File: src/rtl/pdc_pkg.sv
package pdc_pkg;

  typedef enum logic [1:0] {
    BR_OFF   = 2'b00,
    BR_DRIVE = 2'b01,
    BR_SLOW  = 2'b10,
    BR_FAST  = 2'b11
  } bridge_cmd_e;

  typedef enum logic [1:0] {
    PH_OFF,
    PH_DRIVE,
    PH_DECAY
  } phase_e;

  typedef enum logic [2:0] {
    DK_SLOW,
    DK_FAST,
    DK_MIX30,
    DK_MIX60,
    DK_MIX1B,
    DK_MIX2B
  } decay_kind_e;

  // tri-level select: 00 low, 01 high, 1x floating -> 0,1,2
  function automatic logic [1:0] tri_lvl(logic [1:0] t);
    return t[1] ? 2'd2 : {1'b0, t[0]};
  endfunction

  // blanking length in units of 0.3 us
  function automatic logic [2:0] blank_units(logic [4:0] code, logic [1:0] trq);
    if (code >= 5'd9) begin
      case (trq)
        2'd0:    return 3'd6;
        2'd1,
        2'd2:    return 3'd5;
        default: return 3'd4;
      endcase
    end else if (code >= 5'd5) begin
      case (trq)
        2'd0,
        2'd1:    return 3'd5;
        2'd2:    return 3'd4;
        default: return 3'd3;
      endcase
    end else if (code >= 5'd3) begin
      return trq[1] ? 3'd3 : 3'd4;
    end
    return 3'd3;
  endfunction

  function automatic decay_kind_e pick_decay(logic [1:0] hi, logic [1:0] lo, logic use_dec);
    logic [3:0] key;
    key = {tri_lvl(hi), tri_lvl(lo)};
    case (key)
      4'b00_00: return DK_SLOW;
      4'b00_01: return use_dec ? DK_MIX2B : DK_SLOW;
      4'b01_00: return use_dec ? DK_MIX30 : DK_SLOW;
      4'b01_01: return DK_MIX30;
      4'b00_10: return use_dec ? DK_MIX60 : DK_SLOW;
      4'b01_10: return use_dec ? DK_FAST  : DK_SLOW;
      4'b10_00: return use_dec ? DK_MIX30 : DK_MIX1B;
      4'b10_01: return DK_MIX60;
      4'b10_10: return DK_FAST;
      default:  return DK_SLOW;
    endcase
  endfunction

endpackage

File: src/rtl/pdc_timing.sv
module pdc_timing
  import pdc_pkg::*;
#(
  parameter int CLK_MHZ = 20,
  parameter int CW      = 10
) (
  input  logic [4:0]    sine_code,
  input  logic [1:0]    trq_sel,
  input  logic [1:0]    toff_sel,
  output logic [CW-1:0] blank_cyc,
  output logic [CW-1:0] toff_cyc
);
  localparam int UNIT_CYC = (CLK_MHZ * 3) / 10;
  localparam int TOFF_S   = 10 * CLK_MHZ;
  localparam int TOFF_M   = 20 * CLK_MHZ;
  localparam int TOFF_L   = 30 * CLK_MHZ;

  always_comb begin
    blank_cyc = CW'(int'(blank_units(sine_code, trq_sel)) * UNIT_CYC);
    case (tri_lvl(toff_sel))
      2'd0:    toff_cyc = CW'(TOFF_M);
      2'd1:    toff_cyc = CW'(TOFF_L);
      default: toff_cyc = CW'(TOFF_S);
    endcase
  end
endmodule

File: src/rtl/pdc_split.sv
module pdc_split
  import pdc_pkg::*;
#(
  parameter int CW = 10
) (
  input  decay_kind_e   kind,
  input  logic [CW-1:0] toff_cyc,
  input  logic [CW-1:0] blank_cyc,
  output logic [CW-1:0] fast_len
);
  always_comb begin
    case (kind)
      DK_FAST:  fast_len = toff_cyc;
      DK_MIX30: fast_len = CW'((32'(toff_cyc) * 3) / 10);
      DK_MIX60: fast_len = CW'((32'(toff_cyc) * 6) / 10);
      DK_MIX1B: fast_len = blank_cyc;
      DK_MIX2B: fast_len = CW'(32'(blank_cyc) * 2);
      default:  fast_len = '0;
    endcase
  end
endmodule

File: src/rtl/pdc_phase_fsm.sv
module pdc_phase_fsm
  import pdc_pkg::*;
#(
  parameter int CW = 10
) (
  input  logic          clk,
  input  logic          rst_n,
  input  logic          en,
  input  logic          trip,
  input  logic          zero_cur,
  input  logic [CW-1:0] blank_cyc,
  input  logic [CW-1:0] toff_cyc,
  input  logic [CW-1:0] fast_len,
  output logic [1:0]    bridge_cmd,
  output logic          blank_active,
  output logic          trip_accept,
  output logic          drive_phase,
  output logic          decay_phase,
  output logic [CW-1:0] toff_lat
);
  localparam logic [CW-1:0] ONE = CW'(1);

  phase_e        ph;
  logic [CW-1:0] cnt;
  logic [CW-1:0] fast_q;
  logic          decay_end;

  assign drive_phase  = (ph == PH_DRIVE);
  assign decay_phase  = (ph == PH_DECAY);
  assign blank_active = drive_phase && (cnt < blank_cyc - ONE);
  assign trip_accept  = drive_phase && en && trip && !blank_active;
  assign decay_end    = decay_phase && (cnt == toff_lat - ONE);

  always_ff @(posedge clk) begin
    if (!rst_n) begin
      ph       <= PH_OFF;
      cnt      <= '0;
      fast_q   <= '0;
      toff_lat <= '0;
    end else if (!en) begin
      ph  <= PH_OFF;
      cnt <= '0;
    end else begin
      case (ph)
        PH_OFF: begin
          ph  <= PH_DRIVE;
          cnt <= '0;
        end
        PH_DRIVE: begin
          if (trip_accept) begin
            ph       <= PH_DECAY;
            cnt      <= '0;
            fast_q   <= fast_len;
            toff_lat <= toff_cyc;
          end else if (blank_active) begin
            cnt <= cnt + ONE;
          end
        end
        PH_DECAY: begin
          if (decay_end) begin
            ph  <= PH_DRIVE;
            cnt <= '0;
          end else begin
            cnt <= cnt + ONE;
          end
        end
        default: ph <= PH_OFF;
      endcase
    end
  end

  always_comb begin
    case (ph)
      PH_DRIVE: bridge_cmd = BR_DRIVE;
      PH_DECAY: begin
        if (cnt < fast_q) bridge_cmd = zero_cur ? BR_OFF : BR_FAST;
        else              bridge_cmd = BR_SLOW;
      end
      default:  bridge_cmd = BR_OFF;
    endcase
  end
endmodule

File: src/rtl/pwm_decay_ctrl.sv
module pwm_decay_ctrl
  import pdc_pkg::*;
#(
  parameter int CLK_MHZ = 20
) (
  input  logic       clk,
  input  logic       rst_n,
  input  logic       en,
  input  logic       trip,
  input  logic [4:0] sine_code,
  input  logic [1:0] trq_sel,
  input  logic       step_dec,
  input  logic       zero_cur,
  input  logic       full_step,
  input  logic [1:0] decay_hi,
  input  logic [1:0] decay_lo,
  input  logic [1:0] toff_sel,
  output logic [1:0] bridge_cmd
);
  localparam int TOFF_MAX = 30 * CLK_MHZ;
  localparam int CW       = $clog2(TOFF_MAX + 1);

  logic [CW-1:0] blank_cyc;
  logic [CW-1:0] toff_cyc;
  logic [CW-1:0] fast_len;
  logic [CW-1:0] toff_lat;
  logic          use_dec;
  decay_kind_e   kind;
  logic          blank_active;
  logic          trip_accept;
  logic          drive_phase;
  logic          decay_phase;

  assign use_dec = step_dec && !full_step;
  assign kind    = pick_decay(decay_hi, decay_lo, use_dec);

  pdc_timing #(.CLK_MHZ(CLK_MHZ), .CW(CW)) u_timing (
    .sine_code (sine_code),
    .trq_sel   (trq_sel),
    .toff_sel  (toff_sel),
    .blank_cyc (blank_cyc),
    .toff_cyc  (toff_cyc)
  );

  pdc_split #(.CW(CW)) u_split (
    .kind      (kind),
    .toff_cyc  (toff_cyc),
    .blank_cyc (blank_cyc),
    .fast_len  (fast_len)
  );

  pdc_phase_fsm #(.CW(CW)) u_fsm (
    .clk          (clk),
    .rst_n        (rst_n),
    .en           (en),
    .trip         (trip),
    .zero_cur     (zero_cur),
    .blank_cyc    (blank_cyc),
    .toff_cyc     (toff_cyc),
    .fast_len     (fast_len),
    .bridge_cmd   (bridge_cmd),
    .blank_active (blank_active),
    .trip_accept  (trip_accept),
    .drive_phase  (drive_phase),
    .decay_phase  (decay_phase),
    .toff_lat     (toff_lat)
  );
endmodule

File: config.mk
export PLATFORM = sky130hd
export DESIGN_NAME = pwm_decay_ctrl
export DESIGN_NICKNAME = d
export VERILOG_FILES = /design/src/rtl/pdc_pkg.sv /design/src/rtl/pdc_timing.sv /design/src/rtl/pdc_split.sv /design/src/rtl/pdc_phase_fsm.sv /design/src/rtl/pwm_decay_ctrl.sv
export SDC_FILE = /design/constraint.sdc
export NUM_CORES = 1
export LEC_CHECK = 0
export BUFFER_PORTS_ARGS = -buffer_cell sky130_fd_sc_hd__buf_2
export CORE_ASPECT_RATIO = 1.5
export CORE_MARGIN = 3
export CORE_UTILIZATION = 37
export CTS_CLUSTER_DIAMETER = 100
export CTS_CLUSTER_SIZE = 16
export DETAILED_ROUTE_END_ITERATION = 8
export GPL_TIMING_DRIVEN = 0
export SLEW_MARGIN = 20
export SYNTH_ARGS = -nofsm -noshare
export SYNTH_HDL_FRONTEND = slang
export SYNTH_SLANG_ARGS = --single-unit
File: constraint.sdc
create_clock -name clk -period 19.05 [get_ports clk]
set_clock_uncertainty 0.15 [all_clocks]
set_input_delay 0.9525 -clock clk [delete_from_list [all_inputs] [get_ports clk]]
set_output_delay 0.9525 -clock clk [all_outputs]
set_load 0.02 [all_outputs]
==> impl_results.md, run 1 <==
- Status: completed
- Grt peak-use layer: met2
- Peak VDD IR: 43.81 uV
- DR DRC count: 0
- Min Tclk post-route: ~8 ns
- Kind of critical path: input port to flip-flop
- HP Start: u_fsm.toff_lat[9]$_SDFFE_PN0P_
- Cts repair resizes: 0
- Worst Setup SP: toff_sel[0]
- Total congestion overflow: 0
- Die area: ~11000 sq um
- Number of global-route vias before repair: roughly 3500
- Area leader, netlist: dfxtp_1
- Reg clk slew, reported paths: approximately 0.070 ns
- Max-Cap Viols: 0
- CTS Hold Bufs: 0
- Postcts setup bufs: 0
- CP bufs+invs: 5
- Met2 Use GR: a little over a third
- PwrDens: 54.62 nW/um^2
- Die width: about 85 microns
- Antenna diodes: 0
- FFs w/ async S/R, synth: 0%
- Critical Path End Type: flip-flop
- Synth unique cells: roughly 80
- DRT Wirelength: 9402 microns
- Crit share post-route: 43.20%
- Mapped Cells: 446
- Setup TNS: 0 ns
- GPL Wtd Cong: 0.9047
- Max FO, Critical Path: 11
- Port bufs: 19
- Post-place setup slack: 10.54 ns
- Startpoint types: input port
- Ys flop type: dfxtp_1
- Min-Delay Endpoint: u_fsm.toff_lat[9]$_SDFFE_PN0P_
- Seq cells post-synth: 27
- Layout cells sized above 1: around 14%
- Num Clock Sinks: 27
- CTS buffer count: 3
- Final setup viols: 0
- Initial antenna violation count: 0
- Synth warnings: 0
- Syn Nets: between 500 and 600
- Slowest CP cell: clkbuf_1
- Final Hold Viols: 0
- Hpwl dp: 7496 microns
- Synth top area share: 15.44%
- Slew Viols, Final: 0
- Area contributors post-synth: dfxtp_1 (15%), ha_1 (14%), a21oi_1 (4.6%)
- Row cnt: 42
- WHS Path Cells: 2
- Worst hold-check path type: flip-flop to flip-flop
- Reg-to-Reg End: u_fsm.cnt[9]$_SDFFE_PN0P_
- Nets@finish: 530
- Clock Path Buffers: 2
- Slowest stage delay, CP: 0.54 ns
- H-tree levels: 1
- Clock tree from TritonCTS: yes
- Crit path DAT: approximately 8.3 ns
- Area Overhead vs Synth: 9.006%
- Global routing usage on met1: between 10% and 20%
- DIE HEIGHT: approximately 130 microns
- Clock root cell: clkbuf_16
- Post-synth EDFFs: 0
- All-layer global routing usage: 18.15%
- Fmax: 121.5 MHz
- Drt pass-1 iters: 4
- Slew Limit Headroom: about 40%
- Least-Margin Pin Slew: 0.8838 ns
- IO Pins: 22
- CP Data Required Time: 19.10 ns
- Core Footprint: 9039 sq um
- Internal reg-to-reg setup slack: about 15 ns
- Seq/Total Area, Yosys: 15.44%
- Wire per inst: ~16 microns
- Worst-Skew Late Latency: 0.27 ns
- R2R depth: 17
- Starting DRC count in detailed routing: 97
- Met3 usage: under 10%
- Mean Syn Cell Area: 7.849 sq um
- Initial Util: about two fifths
- Final worst slack: 10.82 ns
- First-pass GRT wire length: 16250 microns
- Vias: 3373
- Detail Route Antenna Nets: 0
- Pleak: 1.595 nW
- Mapped Area: ~3500 sq um
- RSZ-0062 raised after global routing: false
- Vias/cell: 5.826
- Pin count of the biggest net entering global routing: 17
- CP delay by family, top: compound AO/OA/AOI/OAI gates
- R2R Path Start: u_fsm.cnt[1]$_SDFFE_PN0P_
- Critical path's most frequent cell: ha_1
worst register-to-register path: cells and delay by family (launching register included):
kind / cells / cell delay, ns
AO/OA/AOI/OAI: 11 / 2.08
adder cells (fa/ha/maj): 1 / 0.26
flip-flops: 1 / 0.42
AND/OR/NAND/NOR: 5 / 1.30
synth_stat cells, types with 11 or more instances:
master / n
o21ai_0: 27
and3_1: 11
clkbuf_1: 11
inv_1: 28
nand2_1: 36
nor2_1: 27
a21o_1: 18
dfxtp_1: 27
a21oi_1: 32
ha_1: 39
state kept, by name (all words and copies together), names as in the netlist:
| register | cells |
|---|---|
| u_fsm.cnt | 10 |
| u_fsm.fast_q | 10 |
| u_fsm.ph | 2 |
| u_fsm.toff_lat | 5 |
cells by family after synthesis:
kind of cell	synth area share (%)
AO/OA/AOI/OAI	33.85
AND/OR/NAND/NOR	24.66
buffers and inverters	5.575
adder cells (fa/ha/maj)	14.51
flip-flops	15.44
XOR/XNOR	4.003
multiplexers	1.966
metal layers:
| layer | vias to the layer above | routed length (microns) |
|---|---|---|
| met4 | 0 | 231 |
| met5 | - | 0 |
| met1 | 1598 | 3724 |
| li1 | 1687 | - |
| met3 | 21 | 207 |
| met2 | 67 | 5239 |
stage by stage:
| step | hold WS, ns | std cells | cell area, sq um | util (%) | total power, W |
|---|---|---|---|---|---|
| 2_1_floorplan | 0.3068 | 446 | 3501 | - | 0.0001366 |
| 3_3_place_gp | 0.3191 | 575 | 3734 | 41.31 | 0.0001566 |
| 3_5_place_dp | 0.3329 | 575 | 3734 | 41.31 | 0.0001591 |
| 4_1_cts | 0.3435 | 579 | 3816 | 42.22 | 0.0002098 |
| 5_1_grt | 0.3726 | 579 | 3816 | 42.22 | 0.0002221 |
| 6_report | 0.3350 | 579 | 3816 | 42.22 | 0.0002085 |
worst max-delay path by stage:
stage                                              end  slack (ns)  cells past startpoint
after detailed placement  u_fsm.fast_q[0]$_SDFFE_PN0P_       10.54                     32
final                     u_fsm.fast_q[0]$_SDFFE_PN0P_       10.82                     32
after floorplan           u_fsm.fast_q[0]$_SDFFE_PN0P_       11.78                     32
after global routing      u_fsm.fast_q[0]$_SDFFE_PN0P_       10.30                     32
after CTS                 u_fsm.fast_q[0]$_SDFFE_PN0P_       10.80                     32
after global placement    u_fsm.fast_q[0]$_SDFFE_PN0P_       10.67                     32
layout make-up:
class	count	area, sq um
Tap cell	110	137.6
Buffer	17	82.58
Timing Repair Buffer	19	95.09
Clock buffer	3	75.07
Fill cell	928	5223
Inverter	30	112.6
Sequential cell	27	540.5
Clock inverter	1	7.507
Multi-Input combinational cell	372	2765
power breakdown:
part | switching (W) | leakage (nW) | internal (W)
Combinational | 0.0000612 | 1.34 | 0.0000404
Sequential | 0.000000165 | 0.218 | 0.0000565
Clock | 0.0000215 | 0.0371 | 0.0000286
placed cells by master (no fill, tap or decap), types with 8 or more instances in the layout:
master / instances
xnor2_1: 10
inv_1: 28
a21oi_1: 32
o21ai_0: 27
and2_1: 10
buf_2: 21
nand2_1: 36
and3_1: 11
dfxtp_1: 27
nor2_1: 27
clkbuf_1: 11
o22ai_1: 10
nand3b_1: 9
nand3_1: 8
nand2b_1: 8
ha_1: 39
nor3_1: 8
a21o_1: 18
or3_1: 9
Note: power is estimated with default switching activity, not from simulation.
==> run 2, diff against run 1 <==
--- a/config.mk
+++ b/config.mk
@@ -5,6 +5,7 @@
 export SDC_FILE = /design/constraint.sdc
 export NUM_CORES = 1
 export LEC_CHECK = 0
+export ABC_AREA = 1
 export BUFFER_PORTS_ARGS = -buffer_cell sky130_fd_sc_hd__buf_2
 export CORE_ASPECT_RATIO = 1.5
 export CORE_MARGIN = 3
==> constraint.sdc (replaced) <==
create_clock -name clk -period 7.95 [get_ports clk]
set_clock_uncertainty 0.15 [all_clocks]
set_input_delay 0.3975 -clock clk [delete_from_list [all_inputs] [get_ports clk]]
set_output_delay 0.3975 -clock clk [all_outputs]
set_load 0.02 [all_outputs]
==> impl_results.md, run 2 <==
- H-tree levels: 1 (unchanged)
- Top cells by count, synth: nand2_1 (119), inv_1 (91), nor2_1 (43) (was ha_1 (39), nand2_1 (36), a21oi_1 (32))
- Footprint of the multi-input gates: 2748 sq um (was 2765 sq um)
- Seq cells post-synth: 27 (unchanged)
- FFs w/ async S/R, synth: 0% (unchanged)
- Critical path's most frequent cell: nand2_1 (was ha_1)
- Pleak: 1.931 nW (was 1.595 nW)
- Pin count of the biggest net entering global routing: 16 (was 17)
- Initial Util: 38.02% (was 38.73%)
- GPL Wtd Cong: 0.8813 (was 0.9047)
- Mapped Cells: 579 (was 446)
- Synth warnings: 0 (unchanged)
- Hpwl dp: 7708 microns (was 7496 microns)
- Min Tclk post-route: 6.150 ns
- CTS buffer count: 3 (unchanged)
- Placed cell area: 3954 sq um (was 3734 sq um)
- Num Clock Sinks: 27 (unchanged)
- Slew Viols, Final: 0 (unchanged)
- DIE HEIGHT: 128.6 microns (was 125.1 microns)
- CP bufs+invs: 8 (was 5)
- Commonest non-fill, non-tap cells in the layout: nand2_1 (119), inv_1 (91), nor2_1 (43) (was ha_1 (39), nand2_1 (36), a21oi_1 (32))
- Critical path depth in cells: 48 (was 32)
- Total power: 0.0006687 W (was 0.0002085 W)
- Antenna diodes: 0 (unchanged)
- Wire per inst: 12.81 microns (was 16.24 microns)
- Critical Path End Type: flip-flop (unchanged)
- Most common cell after layout, fill and taps aside: nand2_1 (was ha_1)
- First-pass GRT wire length: 15860 microns (was 16250 microns)
- R2R Path Start: u_fsm.cnt[1]$_SDFFE_PN0P_ (unchanged)
- CP delay by family, top: simple AND/OR/NAND/NOR gates (was compound AO/OA/AOI/OAI gates)
- CTS Hold Bufs: 0 (unchanged)
- Slowest stage delay, CP: 0.35 ns (was 0.54 ns)
- Ys flop type: dfxtp_1 (unchanged)
- Nets@finish: 665 (was 530)
- Least-Margin Pin Slew: 0.8257 ns (was 0.8838 ns)
- Initial antenna violation count: 0 (unchanged)
- Worst-Skew Late Latency: 0.26 ns (was 0.27 ns)
- Clock root cell: clkbuf_16 (unchanged)
- IO Pins: 22 (unchanged)
- Synth top area share: 14.59% (was 15.44%)
- Cts repair resizes: 0 (unchanged)
- CP Data Required Time: 7.93 ns (was 19.10 ns)
- Reg-to-Reg End: u_fsm.cnt[0]$_SDFFE_PN0P_ (was u_fsm.cnt[9]$_SDFFE_PN0P_)
- Max-Cap Viols: 0 (unchanged)
- Area leader, netlist: dfxtp_1 (unchanged)
- Vias: 3683 (was 3373)
- Detail Route Antenna Nets: 0 (unchanged)
- Top-count cell post-synth: nand2_1 (was ha_1)
- Port bufs: 21 (was 19)
- Final setup viols: 0 (unchanged)
- Area Overhead vs Synth: 8.882% (was 9.006%)
- Final Hold Viols: 0 (unchanged)
- Final Instance Area: 4034 sq um (was 3816 sq um)
- Slowest CP cell: nor2_1 (was clkbuf_1)
- Biggest regs: u_fsm.cnt (10), u_fsm.fast_q (10), u_fsm.toff_lat (5) (unchanged)
- Slew Limit Headroom: 44.37% (was 40.25%)
- Register area: 540.5 sq um (unchanged)
- Crit path DAT: 6.13 ns (was 8.28 ns)
- PwrDens: 165.8 nW/um^2 (was 54.62 nW/um^2)
- Area contributors post-synth: dfxtp_1 (15%), ha_1 (13%), nand2_1 (12%) (was dfxtp_1 (15%), ha_1 (14%), a21oi_1 (4.6%))
- Syn Nets: 639 (was 506)
- Number of global-route vias before repair: 3638 (was 3469)
- Total congestion overflow: 0 (unchanged)
- RSZ-0062 raised after global routing: false (unchanged)
- Kind of critical path: input port to flip-flop (unchanged)
- Die area: 11270 sq um (was 10690 sq um)
- Layout fillers: 1037 (was 928)
- Layout cells sized above 1: 17.22% (was 13.86%)
- Final worst slack: 1.800 ns (was 10.82 ns)
- Core Footprint: 9744 sq um (was 9039 sq um)
- Die width: 87.70 microns (was 85.42 microns)
- All-layer global routing usage: 16.88% (was 18.15%)
- Peak VDD IR: 119.7 uV (was 43.81 uV)
- DR DRC count: 0 (unchanged)
- Worst Setup SP: toff_sel[1] (was toff_sel[0])
- DRT Wirelength: 9213 microns (was 9402 microns)
- Synth unique cells: 44 (was 82)
- Post-synth EDFFs: 0 (unchanged)
- Hold WS: 0.2708 ns (was 0.3350 ns)
- Max FO, Critical Path: 8 (was 11)
- Setup TNS: 0 ns (unchanged)
- Startpoint types: input port (unchanged)
- Fmax: 162.6 MHz
- Postcts setup bufs: 0 (unchanged)
- Crit path capture: u_fsm.fast_q[0]$_SDFFE_PN0P_ (unchanged)
- Vias/cell: 5.122 (was 5.826)
- Worst hold-check path type: input port to flip-flop (was flip-flop to flip-flop)
- Drt pass-1 iters: 4 (unchanged)
- Mean Syn Cell Area: 6.399 sq um (was 7.849 sq um)
- Internal reg-to-reg setup slack: 4.60 ns (was 14.79 ns)
- Crit share post-route: 77.35%
- Mapped Area: 3705 sq um (was 3501 sq um)
- Seq/Total Area, Yosys: 14.59% (was 15.44%)
- Post-place setup slack: 1.519 ns (was 10.54 ns)
- Clock tree from TritonCTS: yes (unchanged)
- Clock Path Buffers: 2 (unchanged)
- Starting DRC count in detailed routing: 165 (was 97)
- Status: completed (unchanged)
- Row cnt: 44 (was 42)
- Reg clk slew, reported paths: 0.07 ns (about the same)
- R2R depth: 15 (was 17)
run 2: per-stage QoR:
stage	utilization, %	std cells
floorplan	-	579
global placement	40.58	715
detailed placement	40.58	715
CTS	41.40	719
global route	41.40	719
finish	41.40	719
run 2: routing by layer:
layer  share of wire (%)  up-vias  routed length (microns)  global-route usage [%]
met2                  57       39                     5241                   33.70
li1                    -     1944                        -                       -
met3                 1.3       14                      116                   1.537
met5                   0        -                        0                       0
met1                  40     1686                     3660                   17.59
met4                 2.1        0                      195                   5.962
run 2: area by class of cell:
type / count / area share, %
Buffer: 6 / 0.6514
Clock buffer: 3 / 1.861
Clock inverter: 1 / 0.1241
Inverter: 104 / 9.677
Multi-Input combinational cell: 442 / 68.11
Sequential cell: 27 / 13.40
Tap cell: 115 / 3.567
Timing Repair Buffer: 21 / 2.605
run 2: how the worst min path moves through the flow:
stage,from,endpoint,slack (ns),cells after the start
finish,rst_n,u_fsm.toff_lat[6]$_SDFFE_PN0P_,0.27,2
global route,rst_n,u_fsm.toff_lat[6]$_SDFFE_PN0P_,0.29,2
CTS,rst_n,u_fsm.toff_lat[6]$_SDFFE_PN0P_,0.27,2
detailed placement,u_fsm.fast_q[9]$_SDFFE_PN0P_,u_fsm.fast_q[9]$_SDFFE_PN0P_,0.31,2
global placement,u_fsm.fast_q[3]$_SDFFE_PN0P_,u_fsm.fast_q[3]$_SDFFE_PN0P_,0.31,2
floorplan,u_fsm.fast_q[3]$_SDFFE_PN0P_,u_fsm.fast_q[3]$_SDFFE_PN0P_,0.29,2
run 2: cells by family after synthesis:
kind of cell | Yosys count | synth area share, %
and+or+nand+nor | 282 | 39.95
DFF | 27 | 14.59
adders and majority gates | 40 | 13.71
AOI/OAI and AO/OA | 104 | 16.72
xor gates and xnor gates | 16 | 3.783
buffers and inverters | 110 | 11.25
run 2: report_power, final:
| group | leakage [nW] | switching (W) | internal [W] |
|---|---|---|---|
| registers | 0.218 | 0.00000354 | 0.000138 |
| clock network | 0.0409 | 0.0000474 | 0.0000679 |
| logic | 1.67 | 0.000271 | 0.000141 |
